[src/rtl/shift_add_mul_pkg.sv]
package shift_add_mul_pkg;

   // Selects how the upper-half adder is built
   typedef enum logic [0:0] {
      ADD_BEHAVIOURAL = 1'b0,
      ADD_RIPPLE      = 1'b1
   } add_style_e;

   // Width of a down-counter able to hold the value n
   function automatic int unsigned count_bits(input int unsigned n);
      return $clog2(n + 1);
   endfunction

endpackage

[src/rtl/sam_ctrl.sv]
module sam_ctrl #(
   parameter int unsigned WIDTH = 8
) (
   input  logic clk,
   input  logic rst_n,
   input  logic start,
   output logic load,
   output logic step,
   output logic busy,
   output logic done
);
   localparam int unsigned CW = shift_add_mul_pkg::count_bits(WIDTH);

   logic [CW-1:0] iter_left;
   logic          busy_q;
   logic          done_q;

   if (WIDTH < 2) begin : g_bad_width
      $error("sam_ctrl: WIDTH must be at least 2");
   end

   assign load = start & ~busy_q;
   assign step = busy_q;
   assign busy = busy_q;
   assign done = done_q;

   always_ff @(posedge clk or negedge rst_n) begin
      if (!rst_n) begin
         busy_q    <= 1'b0;
         done_q    <= 1'b0;
         iter_left <= '0;
      end else begin
         done_q <= 1'b0;
         if (load) begin
            busy_q    <= 1'b1;
            iter_left <= CW'(WIDTH);
         end else if (busy_q) begin
            iter_left <= iter_left - CW'(1);
            if (iter_left == CW'(1)) begin
               busy_q <= 1'b0;
               done_q <= 1'b1;
            end
         end
      end
   end

   AST_LOAD_ARMS: assert property (@(posedge clk) disable iff (!rst_n)
      load |=> (busy && iter_left == CW'(WIDTH))) else $error("load did not arm counter");
   AST_START_IGNORED: assert property (@(posedge clk) disable iff (!rst_n)
      busy |=> (iter_left == $past(iter_left) - CW'(1))) else $error("counter disturbed while busy");
   AST_DONE_SINGLE: assert property (@(posedge clk) disable iff (!rst_n)
      done |=> !done) else $error("done longer than one cycle");
   AST_BUSY_ENDS_WITH_DONE: assert property (@(posedge clk) disable iff (!rst_n)
      $fell(busy) |-> done) else $error("busy fell without done");

endmodule

[src/rtl/sam_upper_add.sv]
module sam_upper_add #(
   parameter int unsigned                   WIDTH     = 8,
   parameter shift_add_mul_pkg::add_style_e ADD_STYLE = shift_add_mul_pkg::ADD_RIPPLE
) (
   input  logic [WIDTH-1:0] op_a,
   input  logic [WIDTH-1:0] op_b,
   output logic [WIDTH-1:0] sum,
   output logic             carry_out
);
   if (ADD_STYLE == shift_add_mul_pkg::ADD_RIPPLE) begin : g_ripple
      logic [WIDTH:0] chain;
      assign chain[0] = 1'b0;
      for (genvar i = 0; i < WIDTH; i++) begin : g_bit
         assign sum[i]     = op_a[i] ^ op_b[i] ^ chain[i];
         assign chain[i+1] = (op_a[i] & op_b[i]) | (chain[i] & (op_a[i] ^ op_b[i]));
      end
      assign carry_out = chain[WIDTH];
   end else begin : g_behavioural
      assign {carry_out, sum} = {1'b0, op_a} + {1'b0, op_b};
   end

endmodule

[src/rtl/sam_acc.sv]
module sam_acc #(
   parameter int unsigned                   WIDTH     = 8,
   parameter shift_add_mul_pkg::add_style_e ADD_STYLE = shift_add_mul_pkg::ADD_RIPPLE
) (
   input  logic               clk,
   input  logic               rst_n,
   input  logic               load,
   input  logic               step,
   input  logic [WIDTH-1:0]   mcand_in,
   input  logic [WIDTH-1:0]   mplier_in,
   output logic [2*WIDTH-1:0] acc
);
   localparam int unsigned AW = 2 * WIDTH;

   logic [AW-1:0]    acc_q;
   logic [WIDTH-1:0] mcand_q;
   logic [WIDTH-1:0] mplier_q;
   logic             cond_bit;
   logic [WIDTH-1:0] addend;
   logic [WIDTH-1:0] upper_sum;
   logic             carry_bit;
   logic [AW-1:0]    acc_next;

   assign cond_bit = mplier_q[0];
   assign addend   = cond_bit ? mcand_q : '0;

   sam_upper_add #(
      .WIDTH     (WIDTH),
      .ADD_STYLE (ADD_STYLE)
   ) u_add (
      .op_a      (acc_q[AW-1:WIDTH]),
      .op_b      (addend),
      .sum       (upper_sum),
      .carry_out (carry_bit)
   );

   // rotate right through the carry: carry enters at the top, bit 0 drops out
   assign acc_next = {carry_bit, upper_sum, acc_q[WIDTH-1:1]};
   assign acc      = acc_q;

   always_ff @(posedge clk or negedge rst_n) begin
      if (!rst_n) begin
         acc_q    <= '0;
         mcand_q  <= '0;
         mplier_q <= '0;
      end else if (load) begin
         acc_q    <= '0;
         mcand_q  <= mcand_in;
         mplier_q <= mplier_in;
      end else if (step) begin
         acc_q    <= acc_next;
         mplier_q <= mplier_q >> 1;
      end
   end

   AST_CLEAR_ON_LOAD: assert property (@(posedge clk) disable iff (!rst_n)
      load |=> (acc_q == '0)) else $error("accumulator not cleared");
   AST_HOLD_WHEN_IDLE: assert property (@(posedge clk) disable iff (!rst_n)
      (!load && !step) |=> $stable(acc_q)) else $error("accumulator moved while idle");
   AST_ZERO_BIT_NO_CARRY: assert property (@(posedge clk) disable iff (!rst_n)
      (step && !load && !cond_bit) |=> !acc_q[AW-1]) else $error("carry entered on zero bit");

endmodule

[src/rtl/shift_add_mul.sv]
module shift_add_mul #(
   parameter int unsigned                   WIDTH     = 8,
   parameter shift_add_mul_pkg::add_style_e ADD_STYLE = shift_add_mul_pkg::ADD_RIPPLE
) (
   input  logic               clk,
   input  logic               rst_n,
   input  logic               start,
   input  logic [WIDTH-1:0]   multiplicand,
   input  logic [WIDTH-1:0]   multiplier,
   output logic               busy,
   output logic               done,
   output logic [2*WIDTH-1:0] product
);
   logic load;
   logic step;

   sam_ctrl #(
      .WIDTH (WIDTH)
   ) u_ctrl (
      .clk   (clk),
      .rst_n (rst_n),
      .start (start),
      .load  (load),
      .step  (step),
      .busy  (busy),
      .done  (done)
   );

   sam_acc #(
      .WIDTH     (WIDTH),
      .ADD_STYLE (ADD_STYLE)
   ) u_acc (
      .clk       (clk),
      .rst_n     (rst_n),
      .load      (load),
      .step      (step),
      .mcand_in  (multiplicand),
      .mplier_in (multiplier),
      .acc       (product)
   );

   AST_PRODUCT_STABLE: assert property (@(posedge clk) disable iff (!rst_n)
      (!busy && !start) |=> $stable(product)) else $error("product changed while idle");

endmodule

[config.mk]
export PLATFORM = sky130hd
export DESIGN_NAME = shift_add_mul
export DESIGN_NICKNAME = d
export VERILOG_FILES = /design/src/rtl/shift_add_mul_pkg.sv /design/src/rtl/sam_ctrl.sv /design/src/rtl/sam_upper_add.sv /design/src/rtl/sam_acc.sv /design/src/rtl/shift_add_mul.sv
export SDC_FILE = /design/constraint.sdc
export NUM_CORES = 1
export LEC_CHECK = 0
export ABC_AREA = 1
export CORE_MARGIN = 1.5
export CORE_UTILIZATION = 53
export CTS_CLUSTER_SIZE = 16
export DETAILED_ROUTE_END_ITERATION = 7
export DONT_BUFFER_PORTS = 1
export GPL_TIMING_DRIVEN = 0
export PLACE_DENSITY = 0.71
export SETUP_SLACK_MARGIN = 0.5
export SYNTH_ARGS = -nofsm -noshare
export SYNTH_HDL_FRONTEND = slang
export SYNTH_HIERARCHICAL = 1
export SYNTH_SLANG_ARGS = --single-unit
[constraint.sdc]
create_clock -name clk -period 3.8 [get_ports clk]
set_input_delay 0.19 -clock clk [delete_from_list [all_inputs] [get_ports clk]]
set_output_delay 0.19 -clock clk [all_outputs]
set_load 0.02 [all_outputs]
Word-level counts from Yosys, hierarchy flattened
Index checks and enable logic that the tools add are counted.
Word-level totals
  register bits after elaboration: 38
  input bits: 19
  output and inout port bits: 18
Operators by class
  add/subtract/negate cells: 1
  equality and inequality tests: 1
  muxes and demuxes: 13
  bitwise operators: 39
  reduce and logical (&&, ||, !) cells: 1
Operators with widths (number)
  16-bit two-way mux: 2
  8-bit two-way mux: 3
  1-bit AND: 16
  1-bit bitwise XOR: 15
  4-bit two-way mux: 2
  1-bit bitwise OR: 7
  1-bit two-way mux: 6
  4-bit by 1-bit equality test with 1-bit output (second input constant): 1
  4-bit by 1-bit subtractor with 4-bit output (second input constant): 1
  2-bit nonzero test: 1
  1-bit inverter: 1

Depth between registers and ports, before layout
  depth after elaboration: 18
  mapped depth: 17

Cells and area by module
Netlist, hierarchy kept.
Modules (own cells, without submodules)
  sam_acc: instances 1, cells an instance 163, area an instance 1378.8 µm², seq. area each 800.8 µm²
  sam_ctrl: instances 1, cells an instance 37, area an instance 295.3 µm², seq. area each 150.1 µm²
  sam_upper_add: instances 1, cells an instance 18, area an instance 190.2 µm², seq. area each 0.0 µm²

Worst setup path before layout
No wires, ideal clock.
  path kind: register to register
  start: register u_acc.mplier_q[0]
  end: register u_acc.acc_q[14] (netlist: u_acc/acc[14])
  library setup time: 0.065 ns
  arrival time: 3.512 ns
  data required time: 3.735 ns
  slack: 0.222 ns
  stages on the path, launching flop included: 18
  clock period less this slack: 3.578 ns
  cell sequence: dfrtp_1 > clkbuf_1 > nand2_1 > inv_1 > ha_1 > inv_1 > fa_1 > inv_1 > fa_1 > fa_1 > fa_1 > fa_1 > fa_1 > inv_1 > fa_1 > inv_1 > nand3_1 > nand2_1
Between the ends
  word-level cells in the longest chain between the ends: 17
  elaborated cells between the ends (all ways): 30
  those cells by class: mux (3); bitwise (27)
Ends and longest elaborated chain
  start: declaration: line sam_acc.sv:17  | logic [WIDTH-1:0] mplier_q;
  start signal: assignment: line sam_acc.sv:49  | mplier_q <= mplier_in;
  start signal: assignment: line sam_acc.sv:52  | mplier_q <= mplier_q >> 1;
  8-bit two-way mux: line sam_acc.sv:25  | assign addend = cond_bit ? mcand_q : '0;
  named net u_acc.addend[0]: line sam_acc.sv:19  | logic [WIDTH-1:0] addend;
  1-bit AND (2 in series): line sam_upper_add.sv:15  | assign chain[i+1] = (op_a[i] & op_b[i]) | (chain[i] & (op_a[i] ^ op_b[i]));
  1-bit bitwise OR: line sam_upper_add.sv:15
  1-bit AND: line sam_upper_add.sv:15
  1-bit bitwise OR: line sam_upper_add.sv:15
  1-bit AND: line sam_upper_add.sv:15
  1-bit bitwise OR: line sam_upper_add.sv:15
  [... 2 more ...]
  1-bit AND: line sam_upper_add.sv:15
  1-bit bitwise OR: line sam_upper_add.sv:15
  1-bit AND: line sam_upper_add.sv:15
  1-bit bitwise OR: line sam_upper_add.sv:15
  1-bit bitwise XOR: line sam_upper_add.sv:14  | assign sum[i] = op_a[i] ^ op_b[i] ^ chain[i];
  named net u_acc.upper_sum[7]: line sam_acc.sv:20  | logic [WIDTH-1:0] upper_sum;
  16-bit two-way mux: line sam_acc.sv:50  | end else if (step) begin
  16-bit two-way mux: line sam_acc.sv:46  | end else if (load) begin
  end signal: assignment: line sam_acc.sv:51  | acc_q <= acc_next;
  end: declaration: line sam_acc.sv:15  | logic [AW-1:0] acc_q;
The timed path passes the listed nets, and every way through them passes these cells. The select of a mux whose other input is x is not followed.
A chain may end at the register's enable or synchronous reset.

Worst setup path in the final report
Ends and elaborated chain as after synthesis.

==> results.sh <==
export IMPL_outcome="complete, no violations"
export IMPL_cp_start_kind="flop"
export IMPL_setup_viol=0
export IMPL_maxSlewHeadroom_pct=75.92
export IMPL_routedWlPerCell_um=12.82
export IMPL_met1Wirelength_mm=1.606
export IMPL_clock_sinks=38
export IMPL_finalPower_mw=1.471
export IMPL_drive_above_1_share_pct=14.69
export IMPL_cp_required_ns=4.10
export IMPL_grt_max_degree=39
export IMPL_syn2layout_area_growth_pct=18.66
export IMPL_antenna_found_initial=0
export IMPL_crit_fanout=2
export IMPL_cp_end_kind="flop"
export IMPL_grt_pass1_vias=1494
export IMPL_dpl_hpwl_mm=2.442
export IMPL_synth_avg_cell_area_sq_um=8.552
export IMPL_tightest_slew_ns=0.3613
export IMPL_instances_no_fill=291
export IMPL_track_usage_pct=22.91
export IMPL_clock_latency_ns=0.35
export IMPL_hold_violations=0
export IMPL_cts_made_buffers=5
export IMPL_vias=1441
export IMPL_core_sq_um=3363
export IMPL_slew_violations=0
export IMPL_grt_pass1_wl_mm=6.837
export IMPL_routabilityCongestion=0.7486
export IMPL_ys_seq_area_share_pct=51.01
export IMPL_finalCriticalPeriod_ns=3.455
export IMPL_final_area_sq_um=2212
export IMPL_dr_wl_met2_mm=1.867
export IMPL_wl_mm=3.730
export IMPL_synth_nets=247
export IMPL_final_common_cell="nand2_1"
export IMPL_placementRows=21
export IMPL_cap_violations=0
export IMPL_power_density_nw_per_um2=665.1
export IMPL_synthDistinctLibCells=15
export IMPL_grt_overflow=0
export IMPL_vdd_ir_drop_worst_uv=428.9
export IMPL_htreeDepth=2
export IMPL_period_share_pct=90.92
export IMPL_dr_max_layer_used="met4"
export IMPL_cts_max_path_buffers=2
export IMPL_netlist_instances=218
export IMPL_dieArea_sq_um=3883
export IMPL_cts_tree="yes"
export IMPL_syn_area_sq_um=1864
export IMPL_die_h_um=62.31
export IMPL_max_freq_mhz=289.4
export IMPL_fin_nets=274
export IMPL_ys_ff_latch=38
export IMPL_die_w_um=62.31
export IMPL_placed_cells=264
export IMPL_clockRootBuffer="clkbuf_4"
export IMPL_arrival_ns=3.75
export IMPL_start_util_pct=55.43
export IMPL_dr_pass1_iters=4
export IMPL_final_cell_mix="88 x nand2_1, 38 x dfrtp_1, 31 x nand3_1"
export IMPL_antenna_cells=0
export IMPL_fin_skew_ns=0.01178
export IMPL_rsz0062_at_grt="yes"
export IMPL_vias_per_cell=4.952
export IMPL_portBuffers=0
export IMPL_ioPinCount=37
export IMPL_met3RoutedLength_um=196
export IMPL_final_antenna_net_count=0
export IMPL_hold_class="primary input to flop"
export IMPL_critPathKind="flop to flop"
export IMPL_yosys_warnings=6
export IMPL_leakage_nw=1.209
export IMPL_clk_pin_slew_ns=0.11
export IMPL_drc=0
export IMPL_drt_iter0_drc=75
export IMPL_placed_cell_area_sq_um=1942
export IMPL_fin_setup_tns_ns=0
[state kept, by name, summed over array words and instances (netlist names)]
name / count
u_acc/mcand_q: 8
u_ctrl/busy: 1
u_ctrl/iter_left: 4
u_acc/mplier_q: 8
u_acc/acc: 16
u_ctrl/done: 1
[stage by stage]
stage / hold slack [ns] / utilization, % / setup WS (ns)
floorplan: -0.1056 / - / 0.3931
global placement: -0.1046 / 57.74 / 0.2946
detailed placement: -0.1048 / 57.74 / 0.2295
CTS: 0.01721 / 65.77 / 0.2315
global route: 0.03254 / 65.77 / 0.1809
finish: 0.02286 / 65.77 / 0.3452
[area by class of cell]
class	instances	area [sq um]
Clock buffer	7	45.04
Fill cell	309	1151
Timing Repair Buffer	20	205.2
Inverter	25	93.84
Sequential cell	38	950.9
Multi-Input combinational cell	144	763.2
Buffer	11	96.34
Tap cell	46	57.56
[repair_timing]
action                                  4_1_cts  5_1_grt
pin swaps                                     8        7
resized for setup                             9        1
endpoints found under the setup margin        2        3
hold buffers                                 18        0
buffers inserted                              2        0
endpoints found under the hold margin        54        0
[worst max-delay path, stage by stage (launching register included)]
cell      delay, ns
dfrtp_1        0.39
clkbuf_8       0.13
nand2_2        0.05
inv_2          0.04
ha_4           0.14
inv_2          0.05
fa_2           0.19
inv_2          0.04
fa_2           0.34
fa_2           0.36
fa_2           0.34
fa_2           0.35
fa_2           0.34
inv_2          0.06
fa_1           0.39
inv_1          0.06
nand3_1        0.07
nand2_1        0.06
[cells in the mapped netlist]
master	count	share of area, %
o21ai_0	3	0.81
buf_2	3	0.81
inv_1	23	4.6
inv_2	2	0.40
nor2_1	9	1.8
clkbuf_1	1	0.20
dfrtp_1	38	51
nor2_4	1	0.60
nand2_1	89	18
nand3_1	31	8.3
buf_4	3	1.2
ha_1	3	2.0
nand2_2	1	0.34
buf_6	4	2.4
fa_1	7	7.5
[layer usage]
layer | vias to the layer above | global-route usage, %
met5 | - | 0
met4 | 0 | 9.167
met3 | 6 | 7.971
met2 | 33 | 38.45
met1 | 689 | 27.07
li1 | 713 | -
[path summary, 6_finish.rpt]
kind / start / endpoint / slack [ns] / depth (start not counted)
max: u_acc/mplier_q[0] / u_acc/acc[14] / 0.35 / 17
min: start / u_ctrl/busy / 0.02 / 2
max reg2reg: u_acc/mplier_q[0] / u_acc/acc[14] / 0.35 / 17
min reg2reg: u_acc/mcand_q[7] / u_acc/mcand_q[7] / 0.48 / 2
max in group asynchronous: rst_n / u_acc/acc[15] / 3.30 / 2
min in group asynchronous: rst_n / u_acc/acc[4] / 0.30 / 2
[kinds of logic after synthesis]
logic type / after synthesis / synth area share [%]
buf+inv: 36 / 9.664
simple gates: 131 / 28.99
compound gates: 3 / 0.8051
fa+ha+maj: 10 / 9.530
flops: 38 / 51.01
[report_power, final]
part / internal (mW) / switching [mW]
clock: 0.0698 / 0.126
combinational: 0.220 / 0.298
sequential: 0.555 / 0.204
(Power assumes the default switching activity.)
